===== src/rtl/tick_pkg.sv =====
// Shared helpers for the tick generator: group mapping and exponent decoding.
// Assumes two channel groups; the first GRP0_CH channels belong to group 0.
package tick_pkg;

    localparam int NUM_GRP = 2;

    // Group index of a channel given the size of group 0.
    function automatic int grp_of(input int ch, input int grp0_n);
        return (ch < grp0_n) ? 0 : 1;
    endfunction

    // Power-of-two exponent for a select code, clipped to the largest division.
    function automatic int div_exp(input int code, input int base, input int lim);
        int e;
        e = code + base;
        return (e > lim) ? lim : e;
    endfunction

endpackage


===== src/rtl/tick_prescaler.sv =====
// Group prescaler: a down counter that reloads the programmed value and
// flags one cycle at zero, plus a binary chain counting those flags.
// Assumes the programmed value may change at any time; it is taken at reload.
module tick_prescaler #(
    parameter int PRE_W    = 8,
    parameter int LOG2_MAX = 4
) (
    input  logic                clk_i,
    input  logic                rst_ni,
    input  logic [PRE_W-1:0]    pre_val_i,
    output logic                pre_tick_o,
    output logic [LOG2_MAX-1:0] chain_o
);

    logic [PRE_W-1:0]    cnt_q;
    logic [LOG2_MAX-1:0] chain_q;

    assign pre_tick_o = (cnt_q == '0);
    assign chain_o    = chain_q;

    // Count down; on zero load the current prescaler value.
    always_ff @(posedge clk_i) begin
        if (!rst_ni) begin
            cnt_q <= '0;
        end else if (pre_tick_o) begin
            cnt_q <= pre_val_i;
        end else begin
            cnt_q <= cnt_q - 1'b1;
        end
    end

    // Advance the power-of-two chain once per prescaler output.
    always_ff @(posedge clk_i) begin
        if (!rst_ni) begin
            chain_q <= '0;
        end else if (pre_tick_o) begin
            chain_q <= chain_q + 1'b1;
        end
    end

endmodule


===== src/rtl/tick_ext_sync.sv =====
// External clock conditioner: STAGES flip-flops of synchronization followed
// by a rising-edge detector. Assumes the input is slower than half clk_i.
module tick_ext_sync #(
    parameter int STAGES = 2
) (
    input  logic clk_i,
    input  logic rst_ni,
    input  logic ext_i,
    output logic ext_tick_o
);

    logic [STAGES:0] sh_q;

    // Shift the asynchronous input through the synchronizer and one history bit.
    always_ff @(posedge clk_i) begin
        if (!rst_ni) begin
            sh_q <= '0;
        end else begin
            sh_q <= {sh_q[STAGES-1:0], ext_i};
        end
    end

    assign ext_tick_o = sh_q[STAGES-1] & ~sh_q[STAGES];

endmodule


===== src/rtl/tick_chan_sel.sv =====
// Per-channel selector: decodes the select code into a chain tap or the
// external tick and registers the result. Assumes chain_i advances only
// on pre_tick_i.
module tick_chan_sel
    import tick_pkg::*;
#(
    parameter int                  SEL_W    = 4,
    parameter int                  LOG2_MAX = 4,
    parameter int                  DIV_BASE = 0,
    parameter logic [2**SEL_W-1:0] EXT_MASK = '0
) (
    input  logic                clk_i,
    input  logic                rst_ni,
    input  logic [SEL_W-1:0]    sel_i,
    input  logic                pre_tick_i,
    input  logic [LOG2_MAX-1:0] chain_i,
    input  logic                ext_tick_i,
    output logic                tick_o
);

    int                  exp_w;
    logic [LOG2_MAX-1:0] low_mask;
    logic                div_hit;
    logic                use_ext;
    logic                tick_q;

    // Decode the code into the chain bits that must all be set.
    always_comb begin
        exp_w    = div_exp(int'(sel_i), DIV_BASE, LOG2_MAX);
        low_mask = LOG2_MAX'((1 << exp_w) - 1);
        div_hit  = pre_tick_i && ((chain_i & low_mask) == low_mask);
        use_ext  = EXT_MASK[sel_i];
    end

    // Register the chosen tick source.
    always_ff @(posedge clk_i) begin
        if (!rst_ni) begin
            tick_q <= 1'b0;
        end else begin
            tick_q <= use_ext ? ext_tick_i : div_hit;
        end
    end

    assign tick_o = tick_q;

endmodule


===== src/rtl/tmr_tick_gen.sv =====
// Tick generator top: two group prescalers, two external conditioners and
// one selector per channel. Assumes configuration inputs are synchronous
// to clk_i; ext_clk_i may be asynchronous.
module tmr_tick_gen
    import tick_pkg::*;
#(
    parameter int                  NUM_CH   = 5,
    parameter int                  GRP0_CH  = 2,
    parameter int                  PRE_W    = 8,
    parameter int                  SEL_W    = 4,
    parameter int                  DIV_BASE = 0,
    parameter int                  LOG2_MAX = 4,
    parameter int                  SYNC_N   = 2,
    parameter logic [2**SEL_W-1:0] EXT_MASK = 16'h00E0
) (
    input  logic                        clk_i,
    input  logic                        rst_ni,
    input  logic [NUM_GRP*PRE_W-1:0]    pre_cfg_i,
    input  logic [NUM_CH*SEL_W-1:0]     div_cfg_i,
    input  logic [NUM_GRP-1:0]          ext_clk_i,
    output logic [NUM_CH-1:0]           tick_o
);

    logic [NUM_GRP-1:0]  pre_tick;
    logic [LOG2_MAX-1:0] chain [NUM_GRP];
    logic [NUM_GRP-1:0]  ext_tick;

    // One prescaler and one external conditioner per group.
    for (genvar g = 0; g < NUM_GRP; g++) begin : g_grp
        tick_prescaler #(
            .PRE_W    (PRE_W),
            .LOG2_MAX (LOG2_MAX)
        ) u_pre (
            .clk_i      (clk_i),
            .rst_ni     (rst_ni),
            .pre_val_i  (pre_cfg_i[g*PRE_W +: PRE_W]),
            .pre_tick_o (pre_tick[g]),
            .chain_o    (chain[g])
        );

        tick_ext_sync #(
            .STAGES (SYNC_N)
        ) u_ext (
            .clk_i      (clk_i),
            .rst_ni     (rst_ni),
            .ext_i      (ext_clk_i[g]),
            .ext_tick_o (ext_tick[g])
        );
    end

    // One selector per channel, wired to its group's sources.
    for (genvar c = 0; c < NUM_CH; c++) begin : g_ch
        localparam int GRP = grp_of(c, GRP0_CH);

        tick_chan_sel #(
            .SEL_W    (SEL_W),
            .LOG2_MAX (LOG2_MAX),
            .DIV_BASE (DIV_BASE),
            .EXT_MASK (EXT_MASK)
        ) u_sel (
            .clk_i      (clk_i),
            .rst_ni     (rst_ni),
            .sel_i      (div_cfg_i[c*SEL_W +: SEL_W]),
            .pre_tick_i (pre_tick[GRP]),
            .chain_i    (chain[GRP]),
            .ext_tick_i (ext_tick[GRP]),
            .tick_o     (tick_o[c])
        );
    end

endmodule


===== config.mk =====
export PLATFORM = sky130hd
export DESIGN_NAME = tmr_tick_gen
export DESIGN_NICKNAME = d
export VERILOG_FILES = /design/src/rtl/tick_pkg.sv /design/src/rtl/tick_prescaler.sv /design/src/rtl/tick_ext_sync.sv /design/src/rtl/tick_chan_sel.sv /design/src/rtl/tmr_tick_gen.sv
export SDC_FILE = /design/constraint.sdc
export NUM_CORES = 1
export LEC_CHECK = 0
export ABC_AREA = 1
export BUFFER_PORTS_ARGS = -buffer_cell sky130_fd_sc_hd__buf_2
export CORE_UTILIZATION = 40
export DETAILED_ROUTE_END_ITERATION = 10
export GPL_TIMING_DRIVEN = 0
export HOLD_SLACK_MARGIN = 0.12
export PLACE_DENSITY = 0.62
export SETUP_SLACK_MARGIN = 0.02
export SYNTH_ARGS = -nofsm -noshare
export SYNTH_HDL_FRONTEND = slang
export SYNTH_SLANG_ARGS = --single-unit

===== constraint.sdc =====
create_clock -name clk_i -period 2.3 [get_ports clk_i]
set_clock_uncertainty 0.05 [all_clocks]
set_input_delay 0.46 -clock clk_i [delete_from_list [all_inputs] [get_ports clk_i]]
set_output_delay 0.46 -clock clk_i [all_outputs]
set_load 0.02 [all_outputs]

### Word level (Yosys, flattened, before mapping)

Memories as Yosys holds them, arrays and structs flattened.
Index checks and enable logic that the tools add are counted.

| storage, ports and cells | value |
|---|---|
| register bits after elaboration | 35 |
| bits in read-only memories | 80 |
| input port bits | 40 |
| output and inout bits | 5 |
| memories | 5 |

Memory list:

| name | words | width | rd ports | clocked after memory_dff | write ports | line | source |
|---|---|---|---|---|---|---|---|
| (name not given) | 16 | 1 | 1 | 0 | 0 | tick_chan_sel.sv:32 | `use_ext = EXT_MASK[sel_i];` |
| (name not given) | 16 | 1 | 1 | 0 | 0 | tick_chan_sel.sv:32 |  |
| (name not given) | 16 | 1 | 1 | 0 | 0 | tick_chan_sel.sv:32 |  |
| (name not given) | 16 | 1 | 1 | 0 | 0 | tick_chan_sel.sv:32 |  |
| (name not given) | 16 | 1 | 1 | 0 | 0 | tick_chan_sel.sv:32 |  |

| operators by class | value |
|---|---|
| add/subtract/negate cells | 9 |
| $lt $le $gt $ge | 10 |
| equality and inequality tests | 5 |
| shift operators | 5 |
| muxes and demuxes | 17 |
| bitwise gates (word level) | 9 |
| reductions and logical operators | 7 |

Operators with widths:

| cell | number |
|---|---|
| 1-bit by 32-bit left shift with 4-bit output (first input constant) | 5 |
| 4-bit by 5-bit less-than comparator with 1-bit output (second input constant) | 5 |
| 4-bit AND | 5 |
| 4-bit == test | 5 |
| 4-bit by 3-bit > comparator with 1-bit output (second input constant) | 5 |
| 4-bit 2-to-1 mux | 5 |
| 4-bit by 2-bit subtractor with 4-bit output (second input constant) | 5 |
| 8-bit logical NOT | 2 |
| 8-bit 2-to-1 mux | 2 |
| 8-bit by 1-bit subtractor with 8-bit output (second input constant) | 2 |
| 1-bit 2-to-1 mux | 10 |
| 4-bit by 1-bit adder with 4-bit output (second input constant) | 2 |
| 1-bit logical AND | 5 |
| 1-bit AND | 2 |
| 1-bit inverter | 2 |

### Longest topological paths before layout

Gate-level depths: netlist (run 1).

| logic depth | value |
|---|---|
| word-level depth | 8 |
| depth in mapped cells | 9 |
| mapped depth without buffers | 9 |

### Hierarchy

From an unflattened synthesis (run 1), not the netlist that was laid out.

| second synthesis, totals | value |
|---|---|
| cell total of the unflattened synthesis | 366 |
| area total of the unflattened synthesis | 2309.7 sq um |

By module, submodules not included:

| module | times used | cells each | area each (sq um) |
|---|---|---|---|
| tick_chan_sel | 5 | 30 | 161.4 |
| tick_prescaler (g_grp[1].u_pre) | 1 | 95 | 659.4 |
| tick_prescaler (g_grp[0].u_pre) | 1 | 99 | 658.1 |
| tick_ext_sync | 2 | 11 | 92.6 |

### Worst setup path before layout (run 1)

No wires, ideal clock.

| timing | value |
|---|---|
| kind | input port to flip-flop |
| start | in div_cfg_i[7] |
| end | reg g_ch[1].u_sel.tick_q |
| library setup time | 132 ps |
| data arrival time | 1495 ps |
| data required time | 2118 ps |
| setup slack | 622 ps |
| stages | 8 |
| path buffers | 0 |
| path through | nor2_1 nand2_1 ha_1 or2_2 nand3_1 nor2_1 nand3_1 a21oi_1 |

| on the way | value |
|---|---|
| cells in the longest elaborated chain, start to end | 8 |

Ends and longest elaborated chain:

| what | line | source |
|---|---|---|
| start, declared | tmr_tick_gen.sv:19 | `input logic [NUM_CH*SEL_W-1:0] div_cfg_i,` |
| 4-bit by 3-bit > comparator with 1-bit output | tick_pkg.sv:16 | `return (e > lim) ? lim : e;` |
| 4-bit 2-to-1 mux | tick_pkg.sv:16 |  |
| 1-bit by 32-bit left shift with 4-bit output | tick_chan_sel.sv:30 | `low_mask = LOG2_MAX'((1 << exp_w) - 1);` |
| 4-bit by 2-bit subtractor with 4-bit output | tick_chan_sel.sv:30 |  |
| 4-bit AND | tick_chan_sel.sv:31 | `div_hit = pre_tick_i && ((chain_i & low_mask) == low_mask);` |
| 4-bit == test | tick_chan_sel.sv:31 |  |
| 1-bit logical AND | tick_chan_sel.sv:31 |  |
| 1-bit 2-to-1 mux (*) | tick_chan_sel.sv:40 | `tick_q <= use_ext ? ext_tick_i : div_hit;` |
| end signal, assigned | tick_chan_sel.sv:40 |  |
| end, declared | tick_chan_sel.sv:25 | `logic tick_q;` |

Mark *: on every way between the ends. The rest lies on a longest branch, timed or not. The select of a mux whose other input is x is not followed.
A chain may end at the register's enable or synchronous reset.

### Final worst setup path (run 1)

| timing | value |
|---|---|
| start | in div_cfg_i[15] |
| end | reg g_ch[3].u_sel.tick_q |

| on the way | value |
|---|---|
| cells in the longest elaborated chain, start to end | 8 |

Ends and longest elaborated chain:

| what | line |
|---|---|
| 4-bit by 3-bit > comparator with 1-bit output | tick_pkg.sv:16 |
| 4-bit 2-to-1 mux | tick_pkg.sv:16 |
| 1-bit by 32-bit left shift with 4-bit output | tick_chan_sel.sv:30 |
| 4-bit by 2-bit subtractor with 4-bit output | tick_chan_sel.sv:30 |
| 4-bit AND | tick_chan_sel.sv:31 |
| 4-bit == test | tick_chan_sel.sv:31 |
| 1-bit logical AND | tick_chan_sel.sv:31 |
| 1-bit 2-to-1 mux (*) | tick_chan_sel.sv:40 |
| end signal, assigned | tick_chan_sel.sv:40 |
| end, declared | tick_chan_sel.sv:25 |

Marks and branches as above.

==> impl_metrics.toml, run 1 <==
[critical_path]
crit_required_ns = 2.40
crit_family = "simple AND/OR/NAND/NOR gates"
critPathKind = "primary input to flop"
startpoint_type = "primary input"
crit_path_end_kind = "flop"
cp_slowest_cell = "ha_1"
worst-endpoint-arrival_ns = 1.73
cpPeakStageDelay_ns = 0.30
path_cells = "buf_2, nor2_1, nand2_1, ha_1, or2_2, nand3_1, nor2_1, nand3_1, a21oi_1"
worst-path-buf-inv = 1
path_max_fanout = 5

[floorplanning]
rows = 26
die-area_mm2 = 0.00556
dieWidth_um = 74.6
num_io_pins = 45
start_util = 0.415
core_mm2 = 0.00507
die_h_um = 74.6

[detailed_routing]
vias = 2009
drt-vias-per-instance = 4.63
postRouteAntennaNets = 0
drc = 0
wl_per_cell_um = 9.63
drt_wl_total_mm = 4.18
drt_first_iter_violations = 80
dr.pass1.iters = 4

[timing]
slew_viol_final = 0
final_hold_viol_count = 0
maxSlewHeadroom = 0.594
rsz0062_at_grt = "no"
fin_crit_sh = 0.710
worst_slew_pin_slew_ns = 0.609
setup_tns_ns = 0
min_period_ns = 1.63
setup_viol = 0
timing.fmax_mhz = 612

[yosys]
synth_enable_flop_cells = 0
synth.top_cell.area_share = 0.333
synth-seq-cells = 35
synthFlopType = "dfxtp_1"
avgSynthCellArea_um2 = 6.75
yosys.cell_types.count = 29
yosysTopAreaCell = "dfxtp_1"
seq_area_frac_synth = 0.333
synth_warnings = 0
synth_area_mm2 = 0.00211
synthCells = 312
synth.area.top_cells = "dfxtp_1 33%, nor2_1 9.4%, nand2_1 8.6%"
syn_nets = 361
async_flop_share = 0

[clock_network]
cts.sinks = 35
clk_latency_ns = 0.28
post_cts_resized = 0
postCtsHoldBufs = 0
ctsLongestPathBuffers = 2
clkTransAtPathRegs_ns = 0.07
htreeDepth = 2
numCtsBuffers = 5
cts_setup_buffers = 0
cts_tree = "built"
root_buffer = "clkbuf_8"

[power_and_ir_drop]
leakagePower_nw = 1.26
powerDensity_mw_per_mm2 = 997
vdd.ir_drop.worst_mv = 0.716

[grt]
overflow = 0
gr-usage-all-layers = 0.164
grt_pass1_wl_mm = 6.96
grt_pass1_vias = 1646
grt_max_degree = 12
antenna_found_initial = 0

[place]
hpwl_mm = 3.22
routabilityCongestion = 0.786
dpl-instance-area_mm2 = 0.00241
io_buffers = 44

[final_layout]
n_antenna_cell = 0
fin_nets = 412
design_area_mm2 = 0.00253
area_growth_pct = 20.2
n_fill_cell = 521
drive_gt1_frac = 0.234

[run]
drv_cap = 0

[outcome]
status = "finished clean"

[min_path]
worstHoldPathType = "primary input to flop"
-- path summary, 6_finish.rpt --
kind,start,endpoint,slack (ns),depth (start not counted)
setup / recovery,div_cfg_i[15],g_ch[3].u_sel.tick_o,0.67,9
hold / removal,ext_clk_i[1],g_grp[1].u_ext.sh_q[0],0.31,3
setup reg to reg,g_grp[0].u_pre.cnt_q[0],g_grp[0].u_pre.chain_o[3],0.72,8
hold reg to reg,g_grp[1].u_ext.sh_q[0],g_grp[1].u_ext.sh_q[1],0.36,2
-- stage by stage --
stage | total power, mW | hold WS [ns] | util | std cells | worst slack, ns
after detailed placement | 1.98 | 0.348 | 0.476 | 426 | 0.394
final | 2.53 | 0.311 | 0.499 | 434 | 0.666
after global routing | 2.77 | 0.326 | 0.499 | 434 | 0.581
after global placement | 1.97 | 0.342 | 0.476 | 426 | 0.381
after floorplan | 1.76 | 0.340 | - | 312 | 0.622
after CTS | 2.55 | 0.305 | 0.499 | 434 | 0.695
-- cell families (layout without fill, tap and decap cells) --
logic type,after synthesis,after routing,synth area share
buffers and inverters,60,112,0.125
flip-flops,35,35,0.333
AND/OR/NAND/NOR,153,153,0.335
XOR/XNOR,5,5,0.0208
AO/OA/AOI/OAI,50,50,0.133
adder cells (fa/ha/maj),9,9,0.0534
-- synthesized netlist by cell type (4+ instances only) --
cell type / n
nor2_2: 4
a21oi_1: 21
or2_2: 6
nor2_1: 53
xor2_1: 5
nand3_1: 25
ha_1: 9
nand4_1: 8
inv_1: 47
buf_4: 5
o21ai_0: 16
nand2_1: 48
o21ai_2: 4
dfxtp_1: 35
-- cell type report --
class | instances | area (um2) | share of cell area
clock buffer | 6 | 82.6 | 0.0326
timing repair buffer | 44 | 220 | 0.0870
inverter | 50 | 193 | 0.0761
clock inverter | 2 | 35.0 | 0.0138
multi-input combinational | 217 | 1140 | 0.451
buffer | 10 | 71.3 | 0.0282
sequential | 35 | 701 | 0.277
tap | 70 | 87.6 | 0.0346
-- metal layers --
| layer | vias to the layer above | track usage | part of all wire | routed length (um) |
|---|---|---|---|---|
| met5 | - | 0 | 0 | 0 |
| met4 | 0 | 0.0566 | 0.013 | 56 |
| met3 | 7 | 0.0407 | 0.053 | 220 |
| met2 | 48 | 0.268 | 0.43 | 1810 |
| met1 | 859 | 0.211 | 0.50 | 2090 |
| li1 | 1095 | - | - | - |
-- flip-flops by register name, summed over array words and instances, names as in the netlist --
register             count
g_grp.u_ext.sh_q         6
g_grp.u_pre.chain_o      8
g_grp.u_pre.cnt_q       16
g_ch.u_sel.tick_o        5
-- power by group --
part	total (mW)	internal, mW	switching, mW
sequential	0.899	0.767	0.132
combinational	1.06	0.433	0.630
clock	0.563	0.350	0.212
-- layout by cell type, fill, tap and decap left out, drive strengths merged --
| cell type | synthesis | final |
|---|---|---|
| o22ai | 1 | 1 |
| nand4 | 8 | 8 |
| clkinv | 0 | 1 |
| nand3 | 28 | 28 |
| ha | 9 | 9 |
| a21oi | 23 | 23 |
| o21ai | 23 | 23 |
| buf | 7 | 51 |
| bufinv | 0 | 1 |
| nor2 | 59 | 59 |
| inv | 50 | 50 |
| or2 | 7 | 7 |
| clkbuf | 3 | 9 |
| a31oi | 1 | 1 |
| xor2 | 5 | 5 |
| nor3 | 3 | 3 |
| nand2 | 48 | 48 |
| a211oi | 2 | 2 |
| dfxtp | 35 | 35 |
-- worst min-delay path: cells and delay by family --
kind,cells,cell delay (ns)
and+or+nand+nor,1,0.04
buffers and inverters,2,0.12
Power figures use the tool's default switching activity.
==> run 2, diff against run 1 <==
--- a/config.mk
+++ b/config.mk
@@ -5,13 +5,13 @@
 export SDC_FILE = /design/constraint.sdc
 export NUM_CORES = 1
 export LEC_CHECK = 0
-export ABC_AREA = 1
+export ABC_AREA = 0
 export BUFFER_PORTS_ARGS = -buffer_cell sky130_fd_sc_hd__buf_2
 export CORE_UTILIZATION = 40
 export DETAILED_ROUTE_END_ITERATION = 10
 export GPL_TIMING_DRIVEN = 0
 export HOLD_SLACK_MARGIN = 0.12
-export PLACE_DENSITY = 0.62
+export PLACE_DENSITY = 0.64
 export SETUP_SLACK_MARGIN = 0.02
 export SYNTH_ARGS = -nofsm -noshare
 export SYNTH_HDL_FRONTEND = slang
==> constraint.sdc (replaced) <==
create_clock -name clk_i -period 1.4 [get_ports clk_i]
set_clock_uncertainty 0.05 [all_clocks]
set_input_delay 0.28 -clock clk_i [delete_from_list [all_inputs] [get_ports clk_i]]
set_output_delay 0.28 -clock clk_i [all_outputs]
set_load 0.02 [all_outputs]
==> impl_metrics.toml, run 2 <==
[detailed_routing]
dr.pass1.iters = 4
drt_first_iter_violations = 46
drt_wl_total_mm = 4.66
vias = 1875
postRouteAntennaNets = 0
drt-vias-per-instance = 5.17
wl_per_cell_um = 12.8
drc = 0

[yosys]
synthFlopType = "dfxtp_1"
syn_nets = 279
synthTopCellsByCount = "35 x dfxtp_1, 24 x nor2_1, 20 x nand2_1, 15 x and2_1, 13 x xnor2_1"
yosys.cell_types.count = 47
avgSynthCellArea_um2 = 8.82
synth.area.top_cells = "dfxtp_1 35%, o211a_1 5.9%, xnor2_1 5.6%"
async_flop_share = 0
yosysTopAreaCell = "dfxtp_1"
synthCells = 230
synth_warnings = 0
synth.top_cell.area_share = 0.345
yosysMostFrequentCell = "dfxtp_1"
synth_area_mm2 = 0.00203
synth-seq-cells = 35
synth_enable_flop_cells = 0
seq_area_frac_synth = 0.345

[critical_path]
startpoint_type = "flop"
worst-endpoint-arrival_ns = 1.69
crit_path_end_kind = "flop"
path_max_fanout = 4
crit_required_ns = 1.59
critPathKind = "flop to flop"

[grt]
grt_pass1_vias = 1611
gr-usage-all-layers = 0.169
antenna_found_initial = 0
grt_max_degree = 11
overflow = 0
grt_pass1_wl_mm = 6.87

[power_and_ir_drop]
leakagePower_nw = 1.23
vdd.ir_drop.worst_mv = 0.953
powerDensity_mw_per_mm2 = 1770

[timing]
slew_viol_final = 0
timing.fmax_mhz = 666
setup_viol = 21
rsz0062_at_grt = "yes"
fin_crit_sh = 1.07
setup_tns_ns = -0.676
fin_hold_ws_ns = 0.135
min_period_ns = 1.50
final_hold_viol_count = 0
worst_slew_pin_slew_ns = 0.582
timing.final.ws_setup_ns = -0.101
maxSlewHeadroom = 0.612

[clock_network]
htreeDepth = 2
clkTransAtPathRegs_ns = 0.07
clk_latency_ns = 0.29
cts_tree = "built"
ctsLongestPathBuffers = 2
root_buffer = "clkbuf_8"
cts.sinks = 35
numCtsBuffers = 5

[floorplanning]
die-area_mm2 = 0.00536
core_mm2 = 0.00482
num_io_pins = 45
rows = 25
dieWidth_um = 73.2
start_util = 0.421
die_h_um = 73.2

[final_layout]
regMostFlops = "g_grp.u_pre.cnt_q"
area_growth_pct = 41.7
largest_reg_flops = 16
n_antenna_cell = 0
fin_nets = 344
layout_common_cells = "43 x buf_2, 26 x dfxtp_1, 20 x nor2_1"
design_area_mm2 = 0.00288
final_util = 0.597
final_common_cell = "buf_2"
fin_cells = 363
drive_gt1_frac = 0.422
n_fill_cell = 441

[outcome]
violations = "negative setup slack"
status = "complete, but fails checks"

[place]
hpwl_mm = 3.00
dp_cells = 340
dpl-instance-area_mm2 = 0.00242
routabilityCongestion = 0.759
io_buffers = 43

[run]
drv_cap = 0

[min_path]
worstHoldPathType = "primary input to flop"
run 2: cell count changes after synthesis, sizes merged, moves of 8 or more:
cell   before  now
nand2      48   22
o21ai      23    8
nand3      28   11
xnor2       0   13
inv        50    5
nand4       8    0
and2        0   15
o211a       0   12
nor2       59   24
a21oi      23    4
run 2: where the power goes:
group | total [mW] | switching, mW | internal [mW] | leakage (nW)
Combinational | 2.66 | 1.22 | 1.44 | 0.884
Sequential | 1.60 | 0.323 | 1.27 | 0.291
Clock | 0.828 | 0.379 | 0.449 | 0.0515
run 2: cell type report:
cell class / count / area, um2 / area share
Multi-Input combinational cell: 178 / 1490 / 0.519
Sequential cell: 35 / 724 / 0.252
Timing Repair Buffer: 58 / 368 / 0.128
Clock buffer: 8 / 100 / 0.0348
Buffer: 12 / 85.1 / 0.0296
Tap cell: 67 / 83.8 / 0.0292
Inverter: 5 / 21.3 / 0.00740
run 2: routing by layer:
metal | up-vias | share of wire | GRT usage
met3 | 7 | 0.038 | 0.0331
met5 | - | 0 | 0
met2 | 39 | 0.47 | 0.277
li1 | 960 | - | -
met4 | 0 | 0.013 | 0.0784
met1 | 869 | 0.48 | 0.214
run 2: timing repair:
item | CTS | global route
endpoints found under the setup margin | 27 | 29
gates cloned | 1 | 1
hold buffers | 0 | 0
gates resized for setup | 27 | 28
pin swaps | 12 | 8
setup buffers | 9 | 4
run 2: path summary, 6_finish.rpt:
kind                                              start                 endpoint  slack [ns]  cells after the start
worst min-delay path                       ext_clk_i[0]   g_grp[0].u_ext.sh_q[0]        0.14                      2
worst min register to register   g_grp[0].u_ext.sh_q[0]   g_grp[0].u_ext.sh_q[1]        0.38                      1
worst max register to register  g_grp[1].u_pre.cnt_q[1]  g_grp[1].u_pre.cnt_q[7]       -0.10                      4
worst max-delay path            g_grp[1].u_pre.cnt_q[1]  g_grp[1].u_pre.cnt_q[7]       -0.10                      4
run 2: critical path, cell delays in order, from the launching register on:
cell and delay (ns):
dfxtp_2 0.33, or4_4 0.57, or2_0 0.22, a21oi_1 0.13
o211a_1 0.14
run 2: logic make-up (layout without fill, tap and decap cells):
group / Yosys count / count (layout) / synth area share
adders and majority gates: 9 / 9 / 0.0555
DFF: 35 / 35 / 0.345
muxes: 1 / 1 / 0.00493
and+or+nand+nor: 106 / 106 / 0.296
xor gates and xnor gates: 15 / 15 / 0.0647
buffers and inverters: 17 / 83 / 0.0450
AOI/OAI and AO/OA: 47 / 47 / 0.189
run 2: stage by stage:
step	total power [mW]	setup WS [ns]
finish	5.09	-0.101
CTS	4.64	-0.0843
floorplan	2.90	-0.0831
global route	5.42	-0.156
global placement	3.23	-0.318
detailed placement	3.25	-0.338
